$ cat config.mk
export PLATFORM = sky130hd
export DESIGN_NAME = fdiv_top
export DESIGN_NICKNAME = d
export VERILOG_FILES = /design/src/rtl/fdiv_pkg.sv /design/src/rtl/fdiv_ratio.sv /design/src/rtl/fdiv_prescale.sv /design/src/rtl/fdiv_counter.sv /design/src/rtl/fdiv_top.sv
export SDC_FILE = /design/constraint.sdc
export NUM_CORES = 1
export LEC_CHECK = 0
export BUFFER_PORTS_ARGS = -buffer_cell sky130_fd_sc_hd__buf_2
export CAP_MARGIN = 20
export CORE_MARGIN = 1
export CORE_UTILIZATION = 55
export CTS_BUF_LIST = sky130_fd_sc_hd__clkbuf_8
export CTS_CLUSTER_SIZE = 30
export DETAILED_ROUTE_END_ITERATION = 10
export PLACE_DENSITY_LB_ADDON = 0.2
export RECOVER_POWER = 50
export SKIP_LAST_GASP = 1
export SLEW_MARGIN = 10
export SYNTH_ARGS = -nofsm -noshare
export SYNTH_HDL_FRONTEND = slang
export SYNTH_SLANG_ARGS = --single-unit
$ cat constraint.sdc
create_clock -name clk -period 9.6 [get_ports clk]
set_input_delay 0.48 -clock clk [delete_from_list [all_inputs] [get_ports clk]]
set_output_delay 0.48 -clock clk [all_outputs]
set_load 0.05 [all_outputs]
$ cat src/rtl/fdiv_pkg.sv
package fdiv_pkg;
  typedef enum logic [1:0] {
    MODE_LB_SHORT = 2'b00,
    MODE_LB_WIDE  = 2'b01,
    MODE_HB       = 2'b10
  } fdiv_mode_e;
endpackage

$ cat src/rtl/fdiv_ratio.sv
module fdiv_ratio
  import fdiv_pkg::*;
#(
  parameter int DIV_W     = 16,
  parameter int SHORT_W   = 12,
  parameter int WIDE_MIN  = 272,
  parameter int SHORT_MIN = 4
) (
  input  logic [DIV_W-1:0] div_word,
  input  logic             hb_sel,
  input  logic             lb_wide,
  output fdiv_mode_e       mode,
  output logic [DIV_W-1:0] ratio
);
  localparam int SHORT_LSB = DIV_W - SHORT_W;
  localparam logic [DIV_W-1:0] WIDE_FLOOR  = DIV_W'(WIDE_MIN);
  localparam logic [DIV_W-1:0] SHORT_FLOOR = DIV_W'(SHORT_MIN);

  logic [DIV_W-1:0] short_val;

  always_comb begin
    short_val = {{SHORT_LSB{1'b0}}, div_word[DIV_W-1:SHORT_LSB]};
    if (hb_sel)       mode = MODE_HB;
    else if (lb_wide) mode = MODE_LB_WIDE;
    else              mode = MODE_LB_SHORT;
    if (mode == MODE_LB_SHORT)
      ratio = (short_val < SHORT_FLOOR) ? SHORT_FLOOR : short_val;
    else
      ratio = (div_word < WIDE_FLOOR) ? WIDE_FLOOR : div_word;
  end
endmodule

$ cat src/rtl/fdiv_prescale.sv
module fdiv_prescale #(
  parameter int PRE_DIV = 2
) (
  input  logic clk,
  input  logic rst,
  input  logic clr,
  input  logic tick_in,
  output logic tick_out
);
  generate
    if (PRE_DIV > 1) begin : g_div
      localparam int PW = $clog2(PRE_DIV);
      localparam logic [PW-1:0] LAST = PW'(PRE_DIV - 1);
      logic [PW-1:0] phase;
      always_ff @(posedge clk) begin
        if (rst || clr)   phase <= '0;
        else if (tick_in) phase <= (phase == LAST) ? '0 : phase + 1'b1;
      end
      assign tick_out = tick_in && (phase == LAST);
    end else begin : g_pass
      assign tick_out = tick_in;
    end
  endgenerate
endmodule

$ cat src/rtl/fdiv_counter.sv
module fdiv_counter
  import fdiv_pkg::*;
#(
  parameter int DIV_W = 16
) (
  input  logic             clk,
  input  logic             rst,
  input  logic             clr,
  input  logic             event_i,
  input  logic [DIV_W-1:0] next_n,
  input  fdiv_mode_e       next_mode,
  output logic [DIV_W-1:0] act_n,
  output fdiv_mode_e       act_mode,
  output logic [DIV_W-1:0] cnt,
  output logic             term_pulse
);
  always_ff @(posedge clk) begin
    if (rst || clr) begin
      cnt        <= '0;
      act_n      <= next_n;
      act_mode   <= next_mode;
      term_pulse <= 1'b0;
    end else begin
      term_pulse <= 1'b0;
      if (event_i) begin
        if (cnt == act_n - 1'b1) begin
          cnt        <= '0;
          act_n      <= next_n;
          act_mode   <= next_mode;
          term_pulse <= 1'b1;
        end else begin
          cnt <= cnt + 1'b1;
        end
      end
    end
  end
endmodule

$ cat src/rtl/fdiv_top.sv
module fdiv_top
  import fdiv_pkg::*;
#(
  parameter int DIV_W     = 16,
  parameter int SHORT_W   = 12,
  parameter int WIDE_MIN  = 272,
  parameter int SHORT_MIN = 4,
  parameter int PRE_DIV   = 2
) (
  input  logic             clk,
  input  logic             rst,
  input  logic             hb_tick,
  input  logic             lb_tick,
  input  logic [DIV_W-1:0] div_word,
  input  logic             hb_sel,
  input  logic             lb_wide,
  input  logic             inhibit,
  output logic             div_pulse
);
  fdiv_mode_e       new_mode;
  fdiv_mode_e       act_mode;
  logic [DIV_W-1:0] new_n;
  logic [DIV_W-1:0] act_n;
  logic [DIV_W-1:0] cnt;
  logic             hb_evt;
  logic             cnt_evt;
  logic             pre_clr;

  fdiv_ratio #(
    .DIV_W(DIV_W), .SHORT_W(SHORT_W),
    .WIDE_MIN(WIDE_MIN), .SHORT_MIN(SHORT_MIN)
  ) i_ratio (
    .div_word(div_word), .hb_sel(hb_sel), .lb_wide(lb_wide),
    .mode(new_mode), .ratio(new_n)
  );

  assign pre_clr = inhibit || (act_mode != MODE_HB);

  fdiv_prescale #(.PRE_DIV(PRE_DIV)) i_pre (
    .clk(clk), .rst(rst), .clr(pre_clr),
    .tick_in(hb_tick), .tick_out(hb_evt)
  );

  assign cnt_evt = (act_mode == MODE_HB) ? hb_evt : lb_tick;

  fdiv_counter #(.DIV_W(DIV_W)) i_cnt (
    .clk(clk), .rst(rst), .clr(inhibit), .event_i(cnt_evt),
    .next_n(new_n), .next_mode(new_mode),
    .act_n(act_n), .act_mode(act_mode), .cnt(cnt),
    .term_pulse(div_pulse)
  );
endmodule

==> results.md, run 1 <==
CTS:
- The number of gates resized after CTS was 0.
- The clock-pin slew reported for the worst setup and hold paths after clock tree synthesis is approximately 0.080 ns.
- The number of buffers inserted for hold repair after clock tree synthesis is 0.
- The H-tree generated during clock tree synthesis spans 2 levels.
- The number of clock buffers inserted by TritonCTS is 5.
- The clock tree root buffer cell is clkbuf_8.
- The number of sinks handled by clock tree synthesis is 36.
- No sink is reached through more buffers than the 2 on the longest clock path.
- The clock reaches the later pin of the worst-skew pair after between 0.2 and 0.3 ns.
- Buffers added to address setup during post-CTS repair amount to 0.
- The TritonCTS clock tree is built.

Power and ir drop:
- The standby leakage power is approximately 0.87 nW.
- The fraction of power consumed by the clock network is ~37%.
- The internal power is 0.271 mW.
- IR analysis of the VDD net gives a maximum drop of 0.102 mV.
- Dividing total power by cell area gives a power density of roughly 150 nW/um2.
- The switching part of the total is roughly a quarter.
- The design draws about 0.37 mW.
- The power share of the sequential group is about half.
- For this design the total switching power over the nets is roughly 0.095 mW.
- Per report_power, the combinational group accounts for a little over an eighth of the total.

Yosys:
- Counting flops and latches in the post-synthesis netlist gives 36.
- Of all flip-flops after synthesis, the portion carrying an async set or reset was 0%.
- Sorting the synthesized cells by how often they occur yields nor2_1 (31), dfxtp_1 (18), edfxtp_1 (18), xnor2_1 (18), xor2_1 (18).
- The sequential share of the synthesized area is approximately two fifths.
- The share of synthesized area in the top cell type comes to roughly a quarter.
- Sorting the synthesized cells by area gives the leading types as edfxtp_1 (25%), dfxtp_1 (17%), xnor2_1 (7.2%).
- After synthesis, the mean cell area works out to about 9.5 um2.
- For this run, the leading register cell type out of synthesis is edfxtp_1.
- The Yosys step of the flow raised 0 warnings.
- The synthesized netlist occupies a cell area of 2180 um2.
- The biggest area contributor in the post-synthesis netlist is edfxtp_1.
- The count of distinct cell types in the synthesized netlist is 47.
- The cell count after synthesis came out at approximately 230.
- The most frequent cell after synthesis is nor2_1.
- The net count after synthesis is 254.
- The number of synthesized flops with an enable pin is 18.

Detailed routing:
- Summed over all layers, the routed wires come to around 4200 um.
- The number of routed nets with antenna violations is 0.
- Dividing the detail-routed wire length by the instance count gives 13.8 um.
- The average vias per placed instance is between 5 and 6.
- The violation count after the first detailed-route iteration is 86.
- For this run, design rule violations remaining after detail routing come to 0.
- The number of search-and-repair iterations in the first detailed-routing pass is 4.
- Summing over every cut layer, the via total after detailed routing is around 1700.

Place:
- Port buffering added 23 buffers.
- Counting tap cells, the placed design contains a total of ~290 instances.
- The congestion estimate from routability-driven global placement came to around 0.84.
- The final HPWL from detailed placement is 3160 um.

Floorplan:
- The floorplan has 22 rows.
- The starting utilization of the core area is roughly three fifths.
- The core region is ~3700 um2.
- The overall die width is ~65 um.
- Measured along the y axis, the die boundary spans ~65 um.
- The die covers between 4000 and 5000 um2.
- The number of top-level pins is 24.

Timing:
- For the final routed database, the setup TNS stands at 0 ns.
- Setup violations remaining at the end of the flow were counted as 0.
- Setup repair after global routing left no endpoint under its margin.
- The clock arrives with about 0.0076 ns of skew.
- Based on the critical path, the design can be clocked at up to roughly 230 MHz.
- Measured against its own limit, the worst slew margin works out to 0.654%.
- The shortest clock period the worst path allows after layout is 4.32 ns.
- After layout, the worst path uses around 45% of the clock period.
- The final number of hold-violating endpoints is 0.
- The number of max-slew violations in the final report is 0.
- The pin slew with the least headroom to its limit is roughly 1.5 ns.

Critical path:
- The worst setup path is of the reg2reg kind.
- In this run the worst path has a maximum fanout of 30.
- Data on the critical path arrives at its endpoint at between 4 and 5 ns.
- The capture instance of the worst register-to-register path is i_cnt.act_mode[0].
- Data on the critical path is required at its endpoint by between 9 and 10 ns.
- The worst-case reg-to-reg path depth is 7.
- The critical path endpoint category is a flop.
- The worst register-to-register path begins at i_cnt.act_n[2].
- Setup slack on the worst reg-to-reg path comes out at roughly 5.3 ns.
- STA classifies the critical path startpoint as a flop.

Finish:
- The number of inserted diodes is 0.
- The number of nets in the layout is 278.
- After the flow finishes, the layout carries non-filler instances totaling roughly 300.
- Cells with a size suffix above 1 make up ~15% of the layout.
- The area overhead of the layout relative to synthesis is 10.6%.

Global routing:
- The wire length of the first global-routing pass is ~7300 um.
- The overall routing resource usage is a little under a quarter.
- The total congestion overflow after global routing is 0.
- The pin count of the biggest net entering global routing is 31.
- The number of global-route vias before repair is ~1600.
- The initial antenna violation count is 0.

Flow run:
- The count of maximum capacitance violations is 1.

Status:
- The checks that failed: capacitance limit.
- The flow ran to the end, but the final reports show violations.

Hold path:
- The endpoint with the worst hold slack is i_pre.g_div.phase.
- The number of stages on the worst hold path is 3.
- The tightest min-delay check is of the in2reg type.
- The worst hold path begins at hb_tick.
-- final cells by class --
type / instances / area, um2
multi-input cells: 180 / 1200
fillers: 346 / 1330
flip-flops and latches: 36 / 901
clock buffers: 5 / 68.8
repair buffers: 24 / 114
clock inverters: 3 / 42.5
well taps: 48 / 60.1
inverters: 6 / 22.5
-- sequential cells by signal (all words and copies together), names as in the netlist --
signal and count:
i_cnt.act_n 16, i_cnt.cnt 16, i_cnt.act_mode 2, i_cnt.term_pulse 1, i_pre.g_div.phase 1
-- per-layer routing --
metal | global-route usage [%] | vias to the layer above | part of all wire, %
met5 | 0 | - | 0
met4 | 10.0 | 0 | 3.2
met3 | 5.28 | 12 | 3.7
met2 | 35.8 | 35 | 45
met1 | 30.5 | 776 | 48
li1 | - | 873 | -
-- worst max path at each step --
stage,depth (start not counted),endpoint,start,slack [ns]
detailed placement,8,i_cnt.act_n[11],i_cnt.act_n[0],6.15
global placement,8,i_cnt.act_n[0],i_cnt.act_n[0],6.25
CTS,8,i_cnt.act_n[3],i_cnt.act_n[0],6.14
finish,7,i_cnt.act_mode[0],i_cnt.act_n[2],5.28
global route,7,i_cnt.act_n[11],i_cnt.act_n[2],4.84
floorplan,9,i_cnt.act_mode[0],i_cnt.act_n[0],6.46
-- logic make-up (layout without fill, tap and decap cells) --
group	after synthesis	count (layout)	share of synthesized area, %
fa+ha+maj	2	2	1.15
simple gates	101	101	24.6
mux	6	6	2.93
flops	36	36	41.3
xor+xnor	36	36	14.5
compound gates	35	35	12.6
buf+inv	13	38	2.98
-- power groups by stage --
stage / Sequential [mW] / Clock (mW) / Combinational (mW)
global route: 0.184 / 0.145 / 0.0552
floorplan: 0.183 / 0 / 0.0383
finish: 0.183 / 0.134 / 0.0491
global placement: 0.186 / 0 / 0.0493
detailed placement: 0.186 / 0 / 0.0501
CTS: 0.183 / 0.137 / 0.0501
-- worst max-delay path, cell delays in order, from the launching register on --
cell      delay, ns
edfxtp_1       0.47
or4_1          0.74
nor3_1         0.51
nand4_1        0.19
a221oi_1       0.32
nand4_1        0.32
o31ai_4        0.25
clkbuf_1       1.10
-- metrics by stage --
stage / instance area (um2) / utilization (%) / setup slack, ns / hold slack (ns)
floorplan: 2180 / - / 6.46 / 0.471
global placement: 2320 / 62.0 / 6.25 / 0.503
detailed placement: 2320 / 62.0 / 6.15 / 0.512
CTS: 2430 / 65.0 / 6.14 / 0.418
global route: 2410 / 64.4 / 4.84 / 0.472
finish: 2410 / 64.4 / 5.28 / 0.461
-- cells in the final DEF, fill, tap and decap left out, types with 7 or more instances in the layout --
cell       n
xor2_1    18
xnor2_1   18
a21oi_1   12
nor3_1    11
edfxtp_1  18
buf_2     19
nor2_1    31
nand3_1    9
nand2_1   16
dfxtp_1   18
nor2b_1    7
Power figures use the tool's default switching activity.
==> run 2, diff against run 1 <==
- clock period: 9.6 -> 3.8 ns (I/O delays scaled with it)
==> run 2 against run 1 <==
Effect of this change:
- the run now ends clean
- register-to-register slack lost 4.9 ns
- utilization fell by 0.27 points
- non-clock buffer count increased by 2
- power increased by 130%
- sequential share of layout area up 0.16 points
- global-route usage grew 0.65 points
- fmax rose by 27%
- via count is 2.5% higher
- critical path depth grew 3
- clock skew shrank 0.00094 ns
- count of clock-buffer cells in the layout unchanged
- largest power group unchanged
==> results.md, run 2 (synthesis results as in run 1) <==
Finish:
- The library cells used most frequently in the layout, excluding fill and tap cells, are nor2_1 (31), buf_2 (20).
- 0 antenna diodes ended up in the layout.
- The total area of sequential cells is 901 um2.
- In the final layout, the registers with the most flip-flops are i_cnt.act_n (16), i_cnt.cnt (16), i_cnt.act_mode (2).
- In the final layout, the share of cells above drive strength 1 is between 10 and 15%.
- The final design area excluding fillers is 2400 um2.
- In the final layout, the multi-input gates occupy around 1200 um2.
- Compared with the post-synthesis result, the final layout area differs by 10.2%.
- The number of nets in the layout is between 200 and 300.
- The most common cell after layout, fill and taps aside is nor2_1.
- The filler cell count in the final layout is between 300 and 400.

CTS:
- The TritonCTS clock tree is built.
- The clock tree synthesis step divided the H-tree into 2 levels.
- The clock-pin slew reported for the worst setup and hold paths after clock tree synthesis is 0.07 ns.
- Buffers inserted during clock tree synthesis total 5.
- The number of sinks handled by clock tree synthesis is 36.
- The post-CTS resize count is 0.
- The buffer depth of the longest clock path is 2.
- The clock tree root buffer cell is clkbuf_8.
- At the later pin of the worst-skew pair, clock insertion delay measures around 0.29 ns.
- The post-CTS setup-driven buffer insertion count is 0.
- In this run, post-CTS hold repair placed 0 buffers.

Timing:
- After layout, the worst path uses 89.2% of the clock period.
- Clock skew on the completed layout was measured at roughly 0.0067 ns.
- Setup repair after global routing left no endpoint under its margin.
- The number of max-slew violations in the final report is 0.
- The final number of hold-violating endpoints is 0.
- The peak clock frequency supported by timing is a little under 300 MHz.
- The setup violation total in the final timing report is 0.
- The total negative setup slack is 0 ns.
- The pin slew with the least headroom to its limit is between 0.9 and 1 ns.
- For the finished layout, the period the worst path requires is ~3.4 ns.
- The normalized max-slew margin is between 30% and 40%.

Hold path:
- The number of stages on the worst hold path is 3.
- The path class of the tightest hold or removal check is in2reg.

Power and ir drop:
- Power spread over the standard cell area amounts to approximately 350 nW/um2.
- VDD sags by at most roughly 0.22 mV.
- For this design the static power due to leakage is 0.866 nW.
- The completed layout was analyzed and its total power is 0.847 mW.

Global routing:
- Entering global routing, the biggest net connects 31 pins.
- The number of global-route vias before repair is around 1600.
- The wire length of the first global-routing pass is about 7500 um.
- The total congestion overflow after global routing is 0.
- Across every metal layer, demand over resource in global routing totals a little under a quarter.
- The initial antenna violation count was 0.

Floorplan:
- Row generation in the floorplan step produced 22 rows.
- The vertical extent of the die is ~65 um.
- The starting utilization of the core area is approximately three fifths.
- The die is 65.0 um wide.
- The area of the die is roughly 4200 um2.
- The core region is between 3000 and 4000 um2.
- Pin placement for this block handled 24 I/O pins.

Detailed routing:
- The average vias per placed instance is 5.72.
- The number of routed nets with antenna violations is 0.
- The total length of routed wires is approximately 4400 um.
- The via count is 1738.
- Before antenna repair, the detailed router went through 4 iterations.
- The remaining routing DRC violations is 0.
- The violation count after the first detailed-route iteration is 100.
- The average wire length per cell after detail routing is ~14 um.

Place:
- The final HPWL from detailed placement is 3250 um.
- Routability-driven placement finished with a final weighted congestion of between 0.9 and 1.
- The quantity of I/O buffers inserted on ports is 23.
- The cell area after placement is 2340 um2.

Flow run:
- Max-cap violations in this run came to 0.

Critical path:
- The setup path with the least slack is of type reg2reg.
- Of all nets on the critical path, the largest fanout is 30.
- The worst setup path is launched from a flop.
- The critical path endpoint category is a flop.
- The number of cells on the worst reg-to-reg path is 10.
- STA puts the critical path data arrival time at ~3.4 ns.
- The critical path required time is roughly 3.8 ns.

Status:
- The flow ran to the end, and the final reports show no timing, DRC or antenna violations.
-- run 2: changes by cell type in the layout (fill, tap and decap cells not counted), sizes merged --
cell	previous run	this run
clkbuf	10	9
clkinvlp	1	0
bufinv	1	0
buf	19	22
inv	6	7
clkinv	1	2
-- run 2: final timing paths --
check / startpoint / end / slack, ns
hold reg to reg: i_cnt.cnt[1] / i_cnt.cnt[1] / 0.52
hold / removal: hb_tick / i_pre.g_div.phase / 0.18
setup / recovery: i_cnt.act_n[0] / i_cnt.act_n[2] / 0.41
setup reg to reg: i_cnt.act_n[0] / i_cnt.act_n[2] / 0.41
-- run 2: where the power goes --
part | internal, mW | switching (mW)
clock | 0.122 | 0.133
combinational | 0.0591 | 0.0702
sequential | 0.434 | 0.0280
total | 0.616 | 0.231
-- run 2: final cells by class --
| cell class | count | area share (%) |
|---|---|---|
| tap | 48 | 2.50 |
| multi-input combinational | 180 | 50.3 |
| sequential | 36 | 37.5 |
| clock inverter | 3 | 0.469 |
| clock buffer | 5 | 2.86 |
| timing repair buffer | 26 | 5.42 |
| inverter | 6 | 0.938 |
-- run 2: per-stage QoR --
stage | worst slack, ns | util, % | instances | hold slack (ns)
5_1_grt | 0.194 | 64.2 | 304 | 0.189
4_1_cts | 0.471 | 64.5 | 304 | 0.130
6_report | 0.411 | 64.2 | 304 | 0.180
2_1_floorplan | 0.662 | - | 229 | 0.289
3_5_place_dp | 0.512 | 62.4 | 296 | 0.428
3_3_place_gp | 0.612 | 62.4 | 296 | 0.426
-- run 2: per-layer routing --
layer / wire, um / part of all wire, % / GRT usage (%) / vias to the layer above
met5: 0 / 0 / 0 / -
met1: 1940 / 44 / 29.2 / 812
met2: 2150 / 49 / 39.1 / 43
li1: - / - / - / 874
met4: 76 / 1.7 / 9.72 / 0
met3: 197 / 4.5 / 6.16 / 9
-- run 2: worst max-delay path: stages (launching register included) --
cell	delay, ns
edfxtp_1	0.47
inv_1	0.11
ha_1	0.26
or3b_1	0.39
clkbuf_1	0.23
xnor2_1	0.21
nand3_1	0.15
a2111oi_4	0.35
o22ai_1	0.24
o31ai_4	0.26
buf_4	0.36
==> run 3, diff against run 2 <==
- CORE_ASPECT_RATIO: not set -> 2
==> run 3 against run 2 <==
Effect of this change:
- sequential power hardly changed
- clock skew about the same
- worst setup slack better by 0.0087 ns
- fmax increased by 0.26%
- hold slack better by 0.014 ns
- largest cell class unchanged
- largest power group unchanged
==> results.md, run 3 (synthesis results as in run 1) <==
CTS:
- In this run the number of H-tree levels came out at 2.
- After clock tree synthesis, the setup repair step added 0 buffers.
- The clock-pin slew reported for the worst setup and hold paths after clock tree synthesis is roughly 0.070 ns.
- The number of clock buffers inserted by TritonCTS is 5.
- The tree built by TritonCTS fans out to 36 sinks.
- The number of buffers inserted for hold repair after clock tree synthesis is 0.
- Gates resized during post-CTS repair numbered 0.
- TritonCTS built the clock tree.
- The buffer depth of the longest clock path is 2.
- The worst-skew pair later-pin latency is 0.29 ns.
- The clock tree root buffer cell is clkbuf_8.

Place:
- Once placement finished, the instance area stood at about 2400 um2.
- The final HPWL from detailed placement is 3420 um.
- The count of buffers added on input and output ports is 23.
- The global placer's final weighted congestion is 0.852.
- After detailed placement, the design holds a cell count of 299.

Floorplan:
- The starting utilization of the core area is between 50% and 60%.
- Pin placement for this block handled 24 I/O pins.
- The row count is 32.
- The total core area is ~3800 um2.
- The vertical extent of the die is between 90 and 100 um.
- The overall die width is between 40 and 50 um.
- The area of the die is between 4000 and 5000 um2.

Finish:
- After routing the design area is roughly 2400 um2.
- Of the cells placed in the final design, the portion with a size suffix greater than 1 is about 15%.
- The area overhead of the layout relative to synthesis is 11.6%.
- The core occupancy in the finished layout is roughly 64%.
- The number of inserted diodes is 0.
- The filler cell count in the final layout is about 330.
- The top cell types in the final layout, fill and taps aside, are nor2_1 (31), buf_2 (19).
- In the final layout, the registers with the most flip-flops are i_cnt.act_n (16), i_cnt.cnt (16), i_cnt.act_mode (2).
- The most common cell after layout, fill and taps aside is nor2_1.
- The net count of the finished layout is 280.
- The number of non-filler instances in the completed layout is around 310.

Detailed routing:
- Dividing the detail-routed wire length by the instance count gives between 10 and 15 um.
- The first detailed-routing pass took 4 iterations.
- The first routing iteration left 41 violations.
- In the routed design, unresolved DRC markers number 0.
- The number of routed nets with antenna violations is 0.
- After detailed routing, the total wire length is ~4400 um.
- After detailed routing, the number of vias per cell comes to about 5.7.
- Detailed routing inserted a total of between 1500 and 2000 vias.

Power and ir drop:
- The total power is approximately 0.88 mW.
- In this run the static leakage power is 0.868 nW.
- The power density over cell area is roughly 360 nW/um2.
- The largest vdd supply drop is ~0.27 mV.

Global routing:
- After global routing the overflow that remains totals 0.
- In the global route stage, overall resource usage came out at 25.0%.
- The first global-routing pass estimated ~7500 um of wire.
- Entering global routing, the biggest net connects 31 pins.
- The initial antenna violation count is 0.
- The number of global-route vias before repair is around 1700.

Hold path:
- The class of the tightest hold or removal check is in2reg.

Timing:
- The peak clock frequency supported by timing is approximately 300 MHz.
- In this run the tightest slew margin relative to its limit is 53.9%.
- The total negative setup slack is 0 ns.
- The smallest clock period supported by the final layout is computed as around 3.4 ns.
- The pin slew with the least headroom to its limit is a little under 0.7 ns.
- The final number of hold-violating endpoints was 0.
- The setup violation total in the final timing report is 0.
- The final critical path takes up 89.0% of the cycle.
- The post-route clock skew is around 0.0063 ns.
- The number of max-slew violations in the final report is 0.
- Setup repair after global routing left no endpoint under its margin.

Critical path:
- The critical path goes through inv_1, ha_1, or3b_1, or4_4, a2111oi_4, o22ai_1, o31ai_4, buf_12.
- STA classifies the critical path startpoint as a flop.
- The critical path required time is ~3.8 ns.
- The largest fanout of any net on the critical path is 30.
- The data arrival time of the worst path is around 3.4 ns.
- The sum of buffers and inverters on the critical path is 2.
- The delay of the slowest critical-path stage is approximately 0.58 ns.
- The cell at the slowest stage of the critical path is or4_4.
- The class of the most critical setup path is reg2reg.
- The worst register-to-register path has a setup slack of around 0.42 ns.
- The cell class contributing the biggest share of worst-path delay is simple AND/OR/NAND/NOR gates.
- STA classifies the critical path endpoint as a flop.

Flow run:
- Across the run, the number of max-cap violations was 0.

Status:
- The run finished with clean final reports.
## run 3: worst min-delay path: stages
cell     delay, ns
buf_2         0.10
xnor2_1       0.11
nor3_1        0.04
## run 3: per-stage QoR
stage / hold WS, ns / setup slack [ns]
after detailed placement: 0.440 / 0.477
after CTS: 0.140 / 0.479
final: 0.193 / 0.420
after global routing: 0.195 / 0.234
after global placement: 0.430 / 0.571
after floorplan: 0.289 / 0.662
## run 3: power breakdown
part           switching (mW)  internal [mW]
Sequential             0.0266          0.434
Clock                   0.140          0.147
Combinational          0.0715         0.0602
## run 3: path summary, 6_finish.rpt
kind | cells past startpoint | startpoint | end
setup / recovery | 8 | i_cnt.act_n[0] | i_cnt.act_n[6]
hold reg to reg | 2 | i_cnt.cnt[15] | i_cnt.cnt[15]
hold / removal | 3 | hb_tick | i_pre.g_div.phase
setup reg to reg | 8 | i_cnt.act_n[0] | i_cnt.act_n[6]
## run 3: cell type report
class	count	area [um2]	area share, %
inverter	6	22.5	0.925
sequential	36	901	37.0
timing repair buffer	26	141	5.81
clock inverter	2	15.0	0.617
tap	51	63.8	2.62
clock buffer	6	82.6	3.39
multi-input combinational	180	1210	49.6
## run 3: routing by layer
layer,up-vias,routed length [um],track usage (%)
li1,874,-,-
met1,794,1600,26.0
met2,53,2410,42.2
met3,20,149,4.77
met4,0,278,15.7
met5,-,0,0
